--- src/rtl/fes_pkg.sv ---
`timescale 1ns/1ps
package fes_pkg;

  typedef enum logic [3:0] {
    S_IDLE, S_MODE_W, S_MODE_R, S_UNLK, S_POLL, S_WAIT, S_RUN_W, S_RUN_R, S_DONE
  } fes_state_t;

  localparam logic [15:0] T1_FIRST  = 16'h1550;
  localparam logic [15:0] T1_SECOND = 16'h0AA8;
  localparam logic [15:0] T2_FIRST  = 16'h0AA8;
  localparam logic [15:0] T2_SECOND = 16'h0554;

  localparam logic [31:0] MODE_PROG = 32'h0000_0001;
  localparam logic [31:0] MODE_RUN  = 32'h0000_0002;

  localparam logic [15:0] CMD_SECTOR = 16'h0030;
  localparam logic [15:0] CMD_CHIP   = 16'h0010;

  localparam logic [15:0] TOGGLE_MASK = 16'h0040;
  localparam logic [15:0] TLIMIT_MASK = 16'h0020;

  localparam logic [2:0] LAST_STEP   = 3'd5;
  localparam int         PASS_STRIDE = 4;

  // poll round slots
  localparam logic [2:0] P_DUMMY = 3'd0;
  localparam logic [2:0] P_A     = 3'd1;
  localparam logic [2:0] P_B     = 3'd2;
  localparam logic [2:0] P_RA    = 3'd3;
  localparam logic [2:0] P_RB    = 3'd4;

  function automatic logic [15:0] first_addr(input logic type2);
    return type2 ? T2_FIRST : T1_FIRST;
  endfunction

  function automatic logic [15:0] second_addr(input logic type2);
    return type2 ? T2_SECOND : T1_SECOND;
  endfunction

  // preamble word for a given step; last step carries the erase command
  function automatic logic [15:0] unlock_word(input logic [2:0] step, input logic chip);
    case (step)
      3'd0, 3'd3: return 16'h00AA;
      3'd1, 3'd4: return 16'h0055;
      3'd2:       return 16'h0080;
      default:    return chip ? CMD_CHIP : CMD_SECTOR;
    endcase
  endfunction

  function automatic logic step_uses_second(input logic [2:0] step);
    return (step == 3'd1) || (step == 3'd4);
  endfunction

  function automatic logic toggle_settled(input logic [15:0] a, input logic [15:0] b);
    return ((a ^ b) & TOGGLE_MASK) == 16'h0000;
  endfunction

  function automatic logic tlimit_flag(input logic [15:0] a);
    return (a & TLIMIT_MASK) != 16'h0000;
  endfunction

endpackage

--- src/rtl/fes_timer.sv ---
`timescale 1ns/1ps
module fes_timer #(
  parameter int CYC_PER_MS = 100000,
  parameter int SECT_TO_MS = 500,
  parameter int CHIP_TO_MS = 20000
) (
  input  logic clk,
  input  logic rst_n,
  input  logic clr_i,
  input  logic go_i,
  input  logic chip_i,
  output logic wait_done_o,
  output logic expired_o
);
  localparam int MAX_LIM = (CHIP_TO_MS > SECT_TO_MS) ? CHIP_TO_MS : SECT_TO_MS;
  localparam int PW = (CYC_PER_MS > 1) ? $clog2(CYC_PER_MS) : 1;
  localparam int MW = $clog2(MAX_LIM + 2);
  localparam logic [PW-1:0] PRE_LOAD = PW'(CYC_PER_MS - 1);
  localparam logic [MW-1:0] SECT_LIM = MW'(SECT_TO_MS);
  localparam logic [MW-1:0] CHIP_LIM = MW'(CHIP_TO_MS);

  logic [PW-1:0] pre_q;
  logic [MW-1:0] ms_q;
  logic          run_q;
  logic [MW-1:0] ms_next;

  assign ms_next     = ms_q + MW'(1);
  assign wait_done_o = run_q && (pre_q == '0);
  assign expired_o   = wait_done_o && (ms_next > (chip_i ? CHIP_LIM : SECT_LIM));

  always_ff @(posedge clk or negedge rst_n) begin
    if (!rst_n) begin
      pre_q <= '0;
      ms_q  <= '0;
      run_q <= 1'b0;
    end else begin
      if (clr_i) ms_q <= '0;
      if (go_i) begin
        run_q <= 1'b1;
        pre_q <= PRE_LOAD;
      end else if (wait_done_o) begin
        run_q <= 1'b0;
        ms_q  <= ms_next;
      end else if (run_q) begin
        pre_q <= pre_q - PW'(1);
      end
    end
  end
endmodule

--- src/rtl/fes_poll_eval.sv ---
`timescale 1ns/1ps
module fes_poll_eval import fes_pkg::*; (
  input  logic        clk,
  input  logic        rst_n,
  input  logic        cap_i,
  input  logic [15:0] rdata_i,
  output logic        settled_o,
  output logic        tlimit_o
);
  logic [15:0] first_q;

  always_ff @(posedge clk or negedge rst_n) begin
    if (!rst_n) first_q <= '0;
    else if (cap_i) first_q <= rdata_i;
  end

  assign settled_o = toggle_settled(first_q, rdata_i);
  assign tlimit_o  = tlimit_flag(first_q);
endmodule

--- src/rtl/fes_ctrl.sv ---
`timescale 1ns/1ps
module fes_ctrl import fes_pkg::*; #(
  parameter int            AW        = 32,
  parameter logic [AW-1:0] MODE_ADDR = 32'h4000_0000
) (
  input  logic          clk,
  input  logic          rst_n,
  input  logic          start_i,
  input  logic          chip_i,
  input  logic          ftype_i,
  input  logic [AW-1:0] sect_off_i,
  input  logic          settled_i,
  input  logic          tlimit_i,
  input  logic          wait_done_i,
  input  logic          expired_i,
  input  logic          bus_ack_i,
  input  logic          bus_err_i,
  output logic          cap_o,
  output logic          tmr_clr_o,
  output logic          tmr_go_o,
  output logic          chip_o,
  output logic          fire_o,
  output logic          abort_o,
  output logic          waiting_o,
  output logic          busy_o,
  output logic          done_o,
  output logic          err_o,
  output logic          bus_req_o,
  output logic          bus_we_o,
  output logic          bus_wide_o,
  output logic [AW-1:0] bus_addr_o,
  output logic [31:0]   bus_wdata_o
);
  fes_state_t    st_q, nx_st;
  logic [2:0]    step_q, nx_step;
  logic [2:0]    pidx_q, nx_pidx;
  logic          pass_q, nx_pass;
  logic          chip_q, ftype_q, err_q, req_q;
  logic [AW-1:0] off_q;
  logic          fire, abort, pass_end, in_bus;
  logic [AW-1:0] a_first, a_second, tgt, cmd_addr, poll_addr;

  assign fire      = req_q & (bus_ack_i | bus_err_i);
  assign a_first   = AW'(first_addr(ftype_q));
  assign a_second  = AW'(second_addr(ftype_q));
  assign tgt       = off_q + (pass_q ? AW'(PASS_STRIDE) : '0);
  assign cmd_addr  = chip_q ? a_first : tgt;
  assign poll_addr = chip_q ? a_second : tgt;
  assign in_bus    = (st_q == S_MODE_W) || (st_q == S_MODE_R) || (st_q == S_UNLK) ||
                     (st_q == S_POLL) || (st_q == S_RUN_W) || (st_q == S_RUN_R);

  // bus access fields derive from state only, so they hold while a request is open
  always_comb begin
    bus_we_o    = 1'b0;
    bus_wide_o  = 1'b0;
    bus_addr_o  = '0;
    bus_wdata_o = '0;
    case (st_q)
      S_MODE_W: begin bus_we_o = 1'b1; bus_wide_o = 1'b1; bus_addr_o = MODE_ADDR; bus_wdata_o = MODE_PROG; end
      S_MODE_R: begin bus_wide_o = 1'b1; bus_addr_o = MODE_ADDR; end
      S_UNLK: begin
        bus_we_o    = 1'b1;
        bus_wdata_o = {16'h0000, unlock_word(step_q, chip_q)};
        if (step_q == LAST_STEP)           bus_addr_o = cmd_addr;
        else if (step_uses_second(step_q)) bus_addr_o = a_second;
        else                               bus_addr_o = a_first;
      end
      S_POLL:  bus_addr_o = poll_addr;
      S_RUN_W: begin bus_we_o = 1'b1; bus_wide_o = 1'b1; bus_addr_o = MODE_ADDR; bus_wdata_o = MODE_RUN; end
      S_RUN_R: begin bus_wide_o = 1'b1; bus_addr_o = MODE_ADDR; end
      default: ;
    endcase
  end

  always_comb begin
    nx_st    = st_q;
    nx_step  = step_q;
    nx_pidx  = pidx_q;
    nx_pass  = pass_q;
    abort    = 1'b0;
    pass_end = 1'b0;
    if (fire) begin
      case (st_q)
        S_MODE_W: nx_st = S_MODE_R;
        S_MODE_R: begin nx_st = S_UNLK; nx_step = '0; end
        S_UNLK: begin
          if (step_q == LAST_STEP) begin nx_st = S_POLL; nx_pidx = P_DUMMY; end
          else nx_step = step_q + 3'd1;
        end
        S_POLL: begin
          case (pidx_q)
            P_B: begin
              if (settled_i)     pass_end = 1'b1;
              else if (tlimit_i) nx_pidx = P_RA;
              else               nx_st = S_WAIT;
            end
            P_RB: begin
              if (settled_i) pass_end = 1'b1;
              else           abort = 1'b1;
            end
            default: nx_pidx = pidx_q + 3'd1;
          endcase
        end
        S_RUN_W: nx_st = S_RUN_R;
        S_RUN_R: nx_st = S_DONE;
        default: ;
      endcase
      if (bus_err_i && (st_q != S_RUN_W) && (st_q != S_RUN_R)) abort = 1'b1;
    end
    if ((st_q == S_WAIT) && wait_done_i) begin
      if (expired_i) abort = 1'b1;
      else begin nx_st = S_POLL; nx_pidx = P_DUMMY; end
    end
    if (pass_end) begin
      if (!chip_q && !pass_q) begin
        nx_pass = 1'b1;
        nx_st   = S_UNLK;
        nx_step = '0;
      end else begin
        nx_st = S_RUN_W;
      end
    end
    if (abort) nx_st = S_RUN_W;
  end

  always_ff @(posedge clk or negedge rst_n) begin
    if (!rst_n) begin
      st_q    <= S_IDLE;
      step_q  <= '0;
      pidx_q  <= '0;
      pass_q  <= 1'b0;
      chip_q  <= 1'b0;
      ftype_q <= 1'b0;
      off_q   <= '0;
      err_q   <= 1'b0;
      req_q   <= 1'b0;
    end else if (st_q == S_IDLE) begin
      if (start_i) begin
        st_q    <= S_MODE_W;
        chip_q  <= chip_i;
        ftype_q <= ftype_i;
        off_q   <= sect_off_i;
        err_q   <= 1'b0;
        step_q  <= '0;
        pidx_q  <= '0;
        pass_q  <= 1'b0;
      end
    end else if (st_q == S_DONE) begin
      st_q <= S_IDLE;
    end else begin
      if (fire) req_q <= 1'b0;
      else if (in_bus && !req_q) req_q <= 1'b1;
      st_q   <= nx_st;
      step_q <= nx_step;
      pidx_q <= nx_pidx;
      pass_q <= nx_pass;
      if (abort || (fire && bus_err_i)) err_q <= 1'b1;
    end
  end

  assign cap_o     = fire && (st_q == S_POLL) && ((pidx_q == P_A) || (pidx_q == P_RA));
  assign tmr_clr_o = fire && (st_q == S_UNLK) && (step_q == LAST_STEP);
  assign tmr_go_o  = fire && (st_q == S_POLL) && (pidx_q == P_B) && !settled_i && !tlimit_i;
  assign chip_o    = chip_q;
  assign fire_o    = fire;
  assign abort_o   = abort;
  assign waiting_o = (st_q == S_WAIT);
  assign busy_o    = (st_q != S_IDLE);
  assign done_o    = (st_q == S_DONE);
  assign err_o     = err_q;
  assign bus_req_o = req_q;
endmodule

--- src/rtl/flash_erase_seq.sv ---
`timescale 1ns/1ps
module flash_erase_seq #(
  parameter int            AW            = 32,
  parameter int            CYC_PER_MS    = 100000,
  parameter int            SECT_TO_MS    = 500,
  parameter int            CHIP_TO_MS    = 20000,
  parameter logic [AW-1:0] MODE_REG_ADDR = 32'h4000_0000
) (
  input  logic          clk,
  input  logic          rst_n,
  input  logic          start_i,
  input  logic          chip_i,
  input  logic          ftype_i,
  input  logic [AW-1:0] sect_off_i,
  output logic          busy_o,
  output logic          done_o,
  output logic          err_o,
  output logic          bus_req_o,
  output logic          bus_we_o,
  output logic          bus_wide_o,
  output logic [AW-1:0] bus_addr_o,
  output logic [31:0]   bus_wdata_o,
  input  logic [15:0]   bus_rdata_i,
  input  logic          bus_ack_i,
  input  logic          bus_err_i
);
  // named internal events, also watched by the checker
  logic ev_fire, ev_abort, ev_waiting;
  logic ev_cap, ev_settled, ev_tlimit;
  logic ev_tmr_clr, ev_tmr_go, ev_wait_done, ev_expired;
  logic chip_lat;

  fes_ctrl #(.AW(AW), .MODE_ADDR(MODE_REG_ADDR)) u_ctrl (
    .clk(clk), .rst_n(rst_n),
    .start_i(start_i), .chip_i(chip_i), .ftype_i(ftype_i), .sect_off_i(sect_off_i),
    .settled_i(ev_settled), .tlimit_i(ev_tlimit),
    .wait_done_i(ev_wait_done), .expired_i(ev_expired),
    .bus_ack_i(bus_ack_i), .bus_err_i(bus_err_i),
    .cap_o(ev_cap), .tmr_clr_o(ev_tmr_clr), .tmr_go_o(ev_tmr_go), .chip_o(chip_lat),
    .fire_o(ev_fire), .abort_o(ev_abort), .waiting_o(ev_waiting),
    .busy_o(busy_o), .done_o(done_o), .err_o(err_o),
    .bus_req_o(bus_req_o), .bus_we_o(bus_we_o), .bus_wide_o(bus_wide_o),
    .bus_addr_o(bus_addr_o), .bus_wdata_o(bus_wdata_o)
  );

  fes_poll_eval u_poll (
    .clk(clk), .rst_n(rst_n), .cap_i(ev_cap), .rdata_i(bus_rdata_i),
    .settled_o(ev_settled), .tlimit_o(ev_tlimit)
  );

  fes_timer #(.CYC_PER_MS(CYC_PER_MS), .SECT_TO_MS(SECT_TO_MS), .CHIP_TO_MS(CHIP_TO_MS)) u_timer (
    .clk(clk), .rst_n(rst_n), .clr_i(ev_tmr_clr), .go_i(ev_tmr_go), .chip_i(chip_lat),
    .wait_done_o(ev_wait_done), .expired_o(ev_expired)
  );
endmodule

--- config.mk ---
export PLATFORM = sky130hd
export DESIGN_NAME = flash_erase_seq
export DESIGN_NICKNAME = d
export VERILOG_FILES = /design/src/rtl/fes_pkg.sv /design/src/rtl/fes_timer.sv /design/src/rtl/fes_poll_eval.sv /design/src/rtl/fes_ctrl.sv /design/src/rtl/flash_erase_seq.sv
export SDC_FILE = /design/constraint.sdc
export NUM_CORES = 1
export LEC_CHECK = 0
export BUFFER_PORTS_ARGS = -buffer_cell sky130_fd_sc_hd__buf_2
export CORE_ASPECT_RATIO = 0.9
export CORE_MARGIN = 8
export CORE_UTILIZATION = 45
export CTS_CLUSTER_SIZE = 10
export DETAILED_ROUTE_END_ITERATION = 8
export GPL_TIMING_DRIVEN = 0
export PLACE_DENSITY = 0.68
export SYNTH_ARGS = -nofsm -noshare
export SYNTH_HDL_FRONTEND = slang
export SYNTH_SLANG_ARGS = --single-unit
export TNS_END_PERCENT = 100
--- constraint.sdc ---
create_clock -name clk -period 7.95 [get_ports clk]
set_input_delay 0.795 -clock clk [delete_from_list [all_inputs] [get_ports clk]]
set_output_delay 0.795 -clock clk [all_outputs]
set_load 0.01 [all_outputs]
==> results of run 1 <==
==> cells by family (layout without fill, tap and decap cells) <==
family,after synthesis,after routing,synth area share (%)
adder cells (fa/ha/maj),27,27,6.032
other,1,24,0.06696
flip-flops,82,82,36.64
multiplexers,39,39,7.819
AND/OR/NAND/NOR,251,251,22.48
XOR/XNOR,50,50,7.819
buffers and inverters,69,172,6.457
AO/OA/AOI/OAI,112,112,12.69
==> per-layer routing <==
metal	part of all wire [%]	wire (um)	track usage, %	vias up
met5	0	0	0	-
met4	1.7	244	6.447	0
met3	7.1	1010	5.226	14
met2	44	6339	27.24	159
met1	47	6668	22.70	2371
li1	-	-	-	2413
==> placed cells by master (no fill, tap or decap), types with 20 or more instances in the layout <==
master,n
buf_2,86
dfrtp_1,82
nor2_1,76
nand2_1,62
o21ai_0,45
mux2_2,38
xnor2_1,28
buf_4,28
ha_1,27
conb_1,24
nand3_1,23
xor2_1,22
inv_1,21
clkbuf_1,20
==> area by class of cell <==
cell class                 instances  area, um2  share of cell area (%)
inverter                          21      78.83                   1.182
sequential                        82       2052                   30.77
buffer                            48      282.8                   4.240
timing repair buffer              87      460.4                   6.904
tap                              160      200.2                   3.002
multi-input combinational        503       3273                   49.08
clock buffer                      12      246.5                   3.696
clock inverter                     4      75.07                   1.126
==> synthesized netlist by cell type (2+ instances only) <==
cell type	count
a211oi_1	3
a21o_1	5
a21oi_1	19
a31oi_1	2
a32oi_1	2
and2_1	8
and3_1	10
and4_1	5
buf_1	2
buf_4	27
clkbuf_1	18
dfrtp_1	82
ha_1	27
inv_1	21
mux2_2	38
nand2_1	62
nand2b_1	7
nand3_1	23
nand4_1	8
nor2_1	76
nor2b_1	6
nor3_1	10
nor3b_1	2
nor4_1	8
nor4_2	3
o2111ai_1	2
o211ai_1	2
o21ai_0	45
o21bai_1	2
o22ai_1	5
o31ai_1	5
o32a_1	2
or2_2	3
or3_1	9
or3_4	2
or4_1	2
xnor2_1	28
xor2_1	22
==> per-stage QoR <==
stage | cells | hold WS, ns | setup WS (ns) | power (mW)
5_1_grt | 917 | 0.4063 | 4.105 | 2.401
6_report | 917 | 0.3864 | 4.297 | 2.240
3_3_place_gp | 900 | 0.4808 | 4.529 | 1.728
3_5_place_dp | 901 | 0.5013 | 4.422 | 1.777
4_1_cts | 917 | 0.3871 | 4.313 | 2.241
2_1_floorplan | 654 | 0.4670 | 4.913 | 1.454
==> path summary, 6_finish.rpt <==
path                                    endpoint        startpoint  cells past startpoint  slack, ns
worst min register to register  u_timer.ms_q[14]  u_timer.ms_q[14]                      1       0.51
max in group asynchronous       u_timer.ms_q[11]             rst_n                      2       6.96
worst max register to register  u_ctrl.pidx_q[1]   u_timer.ms_q[2]                     12       4.36
worst max-delay path               bus_addr_o[3]  u_ctrl.step_q[0]                     10       4.30
min in group clk                u_timer.ms_q[14]  u_timer.ms_q[14]                      1       0.51
worst min-delay path             u_timer.ms_q[8]             rst_n                      1       0.39
==> worst max-delay path: cells and delay by family, from the launching register on <==
| kind | cells | cell delay (ns) |
|---|---|---|
| buf+inv | 2 | 0.26 |
| compound gates | 3 | 1.01 |
| flops | 1 | 0.39 |
| simple gates | 3 | 0.25 |
| fa+ha+maj | 2 | 0.59 |
==> power by group <==
group,switching [mW],leakage (nW),internal [mW]
Clock,0.172,0.149,0.284
Combinational,0.564,1.91,0.451
Sequential,0.192,0.976,0.577
==> registers in the layout, summed over array words and instances (netlist names) <==
name and flops:
u_ctrl.err_o 1, u_ctrl.bus_req_o 1, u_ctrl.step_q 3, u_poll.first_q 2, u_ctrl.pass_q 1, u_ctrl.pidx_q 3, u_timer.run_q 1, u_timer.ms_q 15
u_ctrl.off_q 32, u_ctrl.st_q 4, u_ctrl.chip_o 1, u_ctrl.ftype_q 1, u_timer.pre_q 17
==> impl_results.md, run 1 <==
- Status: finished, final reports clean
- Max-capacitance violation count: 0
- Vias in the first global route: 4785
- # diodes: 0
- Final net count: between 800 and 900
- Cell variety after synth: 66
- Critical path class: reg2out
- Clk_lat worst skew: about 0.34 ns
- Crit-path slowest cell: a21boi_1
- Cts hold-fix bufs: 0
- WP data arrival: approximately 2.9 ns
- Io pins: ~130
- Critical Path Source Type: register
- Via density: around 5.4
- Site Rows: 38
- Post-synth EDFFs: 0
- Initial Utilization: roughly 46%
- Fin. Hold Viols: 0
- CTS tree: yes
- Ranking of synthesized cells by area: dfrtp_1, mux2_2, ha_1, nor2_1, xnor2_1
- Fraction of layout cells with a size suffix above 1: 23.78%
- Synth warnings: 0
- Die Area: 0.01628 mm2
- RD Place Congestion: roughly 0.93
- Critical Path RT: 7.15 ns
- Syn Area/Cell: 8.875 um2
- Seq/Total Area, Yosys: between 30% and 40%
- FFs w/ async S/R, synth: 100.0%
- Avg WL per Cell: 15.55 um
- DR iter-0 viols: 358
- Antenna violations before repair: 0
- PwrDens: 335.9 mW/mm2
- Critical path, cell by cell: inv_1, ha_1, nand2_1, a21boi_1, ha_1, nor2_1, nor2_1, o22ai_1, o21ai_0, buf_2
- Clk pin slew, worst setup/hold paths: 0.07 ns
- Fmax: 0.2738 GHz
- Post-Route WL: 14.26 mm
- Die extent in x: 133.6 um
- Num Clock Sinks: roughly 80
- Max-slew violations: 0
- PortBufs: 86
- Worst Skew: 0.01149 ns
- Height of the chip: between 100 and 150 um
- CP max FO: 6
- Clock Root Buffer: clkbuf_16
- Fin crit share: between 40% and 50%
- Min-Delay Path Class: in2async
- Fin util: roughly 55%
- Post-CTS Repair Setup Buffers: 0
- CTS buffer count: 9
- Mapped Cells: 631
- Seq cells post-synth: 82
- LEAKAGE: 3.038 nW
- Post_cts resized: 0
- Syn Std Cell Area: 0.005600 mm2
- RSZ-0062 raised after global routing: no
- Synth Flop Type: dfrtp_1
- Worst slew margin: 46.71%
- VDD IR max: ~0.00018 V
- Area after DPL: 0.006347 mm2
- Via count: 4957
- First-pass GRT wire length: roughly 24 mm
- Grt total ovfl: 0
- Drt drc: 0
- CP peak stage delay: 0.49 ns
- CTS Buffer Depth: 2
- Dpl hpwl: 10.98 mm
- H-tree depth: 3
- Setup_tns: 0 ns
- Worst-Margin Slew: 0.7932 ns
- Top cell type's share of synthesized area: a little over a third
- Filler instances: approximately 1100
- Post-layout minimum cycle time: 3.653 ns
- Fin area: 0.006669 mm2
- Synth area leader: dfrtp_1
- Total Routing Usage GR: 17.51%
- Pin count of the biggest net entering global routing: 54
- Final Setup Violations: 0
- P&R area growth vs syn: 19.08%
- Antenna-violating nets left: 0
- Core area: roughly 0.012 mm2
- Worst setup EP type: output port
- Drt first pass iters: 4
Note: power is estimated with default switching activity, not from simulation.
==> run 2, diff against run 1 <==
==> constraint.sdc (replaced) <==
create_clock -name clk -period 3.6 [get_ports clk]
set_input_delay 0.36 -clock clk [delete_from_list [all_inputs] [get_ports clk]]
set_output_delay 0.36 -clock clk [all_outputs]
set_load 0.01 [all_outputs]
==> run 2 against run 1 <==
Clock skew shrank 0.0013 ns; count of clock-buffer cells in the layout is the same; non-clock buffer count grew 1; largest power group unchanged; highest routed layer unchanged.
==> impl_results.md, run 2 (synthesized netlist as in run 1, its figures left out) <==
- Most common cell after layout, fill and taps aside: buf_2
- CTS Buffer Depth: 2
- PwrDens: 740.2 mW/mm2
- Worst-Margin Slew: between 0.7 and 0.8 ns
- CP peak stage delay: around 0.43 ns
- Pin count of the biggest net entering global routing: 54
- Highest-count cells in the layout ignoring fill and taps: buf_2, dfrtp_1, nor2_1
- Worst slew margin: around half
- Max reg flops: 32
- WP data arrival: around 3.7 ns
- PortBufs: 86
- Top reg by flops: u_ctrl.off_q
- First-pass GRT wire length: roughly 24 mm
- Final net count: 835
- Drt drc: 0
- Min-Delay Path Class: in2reg
- Area after DPL: 0.006347 mm2
- Dpl hpwl: 10.98 mm
- Post-CTS Repair Setup Buffers: 0
- Clock Root Buffer: clkbuf_16
- CP max FO: 7
- RSZ-0062 raised after global routing: no
- Drt first pass iters: 4
- Total Routing Usage GR: 17.55%
- DR iter-0 viols: ~330
- P&R area growth vs syn: 19.33%
- Antenna-violating nets left: 0
- # diodes: 0
- H-tree depth: 3
- Largest regs: u_ctrl.off_q (32), u_timer.pre_q (17), u_timer.ms_q (15)
- Grt total ovfl: 0
- Most common cell type on the critical path: and4_1
- VDD IR max: between 0.0004 and 0.0005 V
- CTS buffer count: 9
- Site Rows: 38
- Status: finished, final reports clean
- Worst Skew: 0.01019 ns
- LEAKAGE: 3.041 nW
- Max-slew violations: 0
- Fin crit share: a little over nine tenths
- Io pins: 125
- CTS tree: yes
- Antenna violations before repair: 0
- Via count: roughly 5000
- Core area: 0.01212 mm2
- Vias in the first global route: 4791
- Critical path, cell by cell: and4_1, nor2b_2, and2_1, clkbuf_1, xor2_1, ha_1, and4_1, nand2_1, a21o_1, o311a_1, o32a_1, o41ai_2
- Worst setup EP type: register
- Clk pin slew, worst setup/hold paths: roughly 0.060 ns
- Initial Utilization: 46.19%
- Num Clock Sinks: 82
- Setup_tns: 0 ns
- Post-Route WL: between 10 and 15 mm
- Critical Path Source Type: register
- Avg WL per Cell: 15.53 um
- Fin. Hold Viols: 0
- Post-layout minimum cycle time: 3.413 ns
- Die Area: 0.01628 mm2
- Height of the chip: 121.8 um
- Max-capacitance violation count: 0
- Fin area: 0.006683 mm2
- Crit-path slowest cell: dfrtp_2
- Fmax: 0.2930 GHz
- Clk_lat worst skew: 0.35 ns
- Fraction of layout cells with a size suffix above 1: 24.01%
- Critical path class: reg2reg
- RD Place Congestion: a little over 0.9
- Die extent in x: 133.6 um
- Final Setup Violations: 0
- Critical Path RT: 3.84 ns
- Via density: 5.424
==> run 2: worst max-delay path, delay by kind of cell, from the launching register on <==
family	cells	cell delay, ns
AO/OA/AOI/OAI	4	1.26
AND/OR/NAND/NOR	5	0.96
buffers and inverters	1	0.24
adder cells (fa/ha/maj)	1	0.30
flip-flops	1	0.43
XOR/XNOR	1	0.14
==> run 2: routing by layer <==
| metal | global-route usage, % | vias to the layer above | wire length (um) |
|---|---|---|---|
| met2 | 27.36 | 163 | 6362 |
| met5 | 0 | - | 0 |
| met1 | 22.70 | 2382 | 6589 |
| met3 | 5.226 | 16 | 1061 |
| li1 | - | 2418 | - |
| met4 | 6.447 | 0 | 240 |
==> run 2: final timing paths <==
| check | startpoint | endpoint | slack, ns | cells past startpoint |
|---|---|---|---|---|
| worst min-delay path | sect_off_i[13] | u_ctrl.off_q[13] | 0.24 | 2 |
| max in group asynchronous | rst_n | u_timer.ms_q[11] | 2.49 | 3 |
| worst max register to register | u_timer.ms_q[2] | u_ctrl.pidx_q[1] | 0.19 | 12 |
| worst max-delay path | u_timer.ms_q[2] | u_ctrl.pidx_q[1] | 0.19 | 12 |
| worst min register to register | u_timer.ms_q[14] | u_timer.ms_q[14] | 0.51 | 1 |
| min in group asynchronous | rst_n | u_ctrl.off_q[13] | 0.51 | 2 |
==> run 2: area by class of cell <==
class / count / area (um2)
fillers: 1101 / 5441
multi-input cells: 503 / 3276
flip-flops and latches: 82 / 2053
repair buffers: 88 / 470.5
plain buffers: 48 / 282.8
clock buffers: 12 / 246.5
well taps: 160 / 200.2
inverters: 21 / 78.83
clock inverters: 4 / 75.07
==> run 2: metrics by stage <==
step                utilization (%)  power [mW]  worst slack [ns]  cells  hold WS (ns)
finish                        55.12       4.946            0.1869    918        0.2435
global route                  55.12       5.304           0.01086    918        0.2363
CTS                           55.09       4.950           0.06012    918        0.2365
detailed placement            52.35       3.925           0.07168    901        0.3186
global placement              52.11       3.815            0.1786    900        0.4808
floorplan                         -       3.210            0.5632    654       0.06441
==> run 2: what timing repair did <==
action / CTS / global route
hold buffers: 1 / 0
hold endpoints to repair: 29 / 0
endpoints found under the setup margin: 0 / 5
gates resized for setup: 0 / 2
==> run 2: report_power, final <==
| group | total, mW | internal (mW) | switching (mW) | leakage (nW) |
|---|---|---|---|---|
| sequential | 1.70 | 1.27 | 0.423 | 0.975 |
| combinational | 2.24 | 0.997 | 1.24 | 1.92 |
| clock | 1.01 | 0.627 | 0.381 | 0.149 |
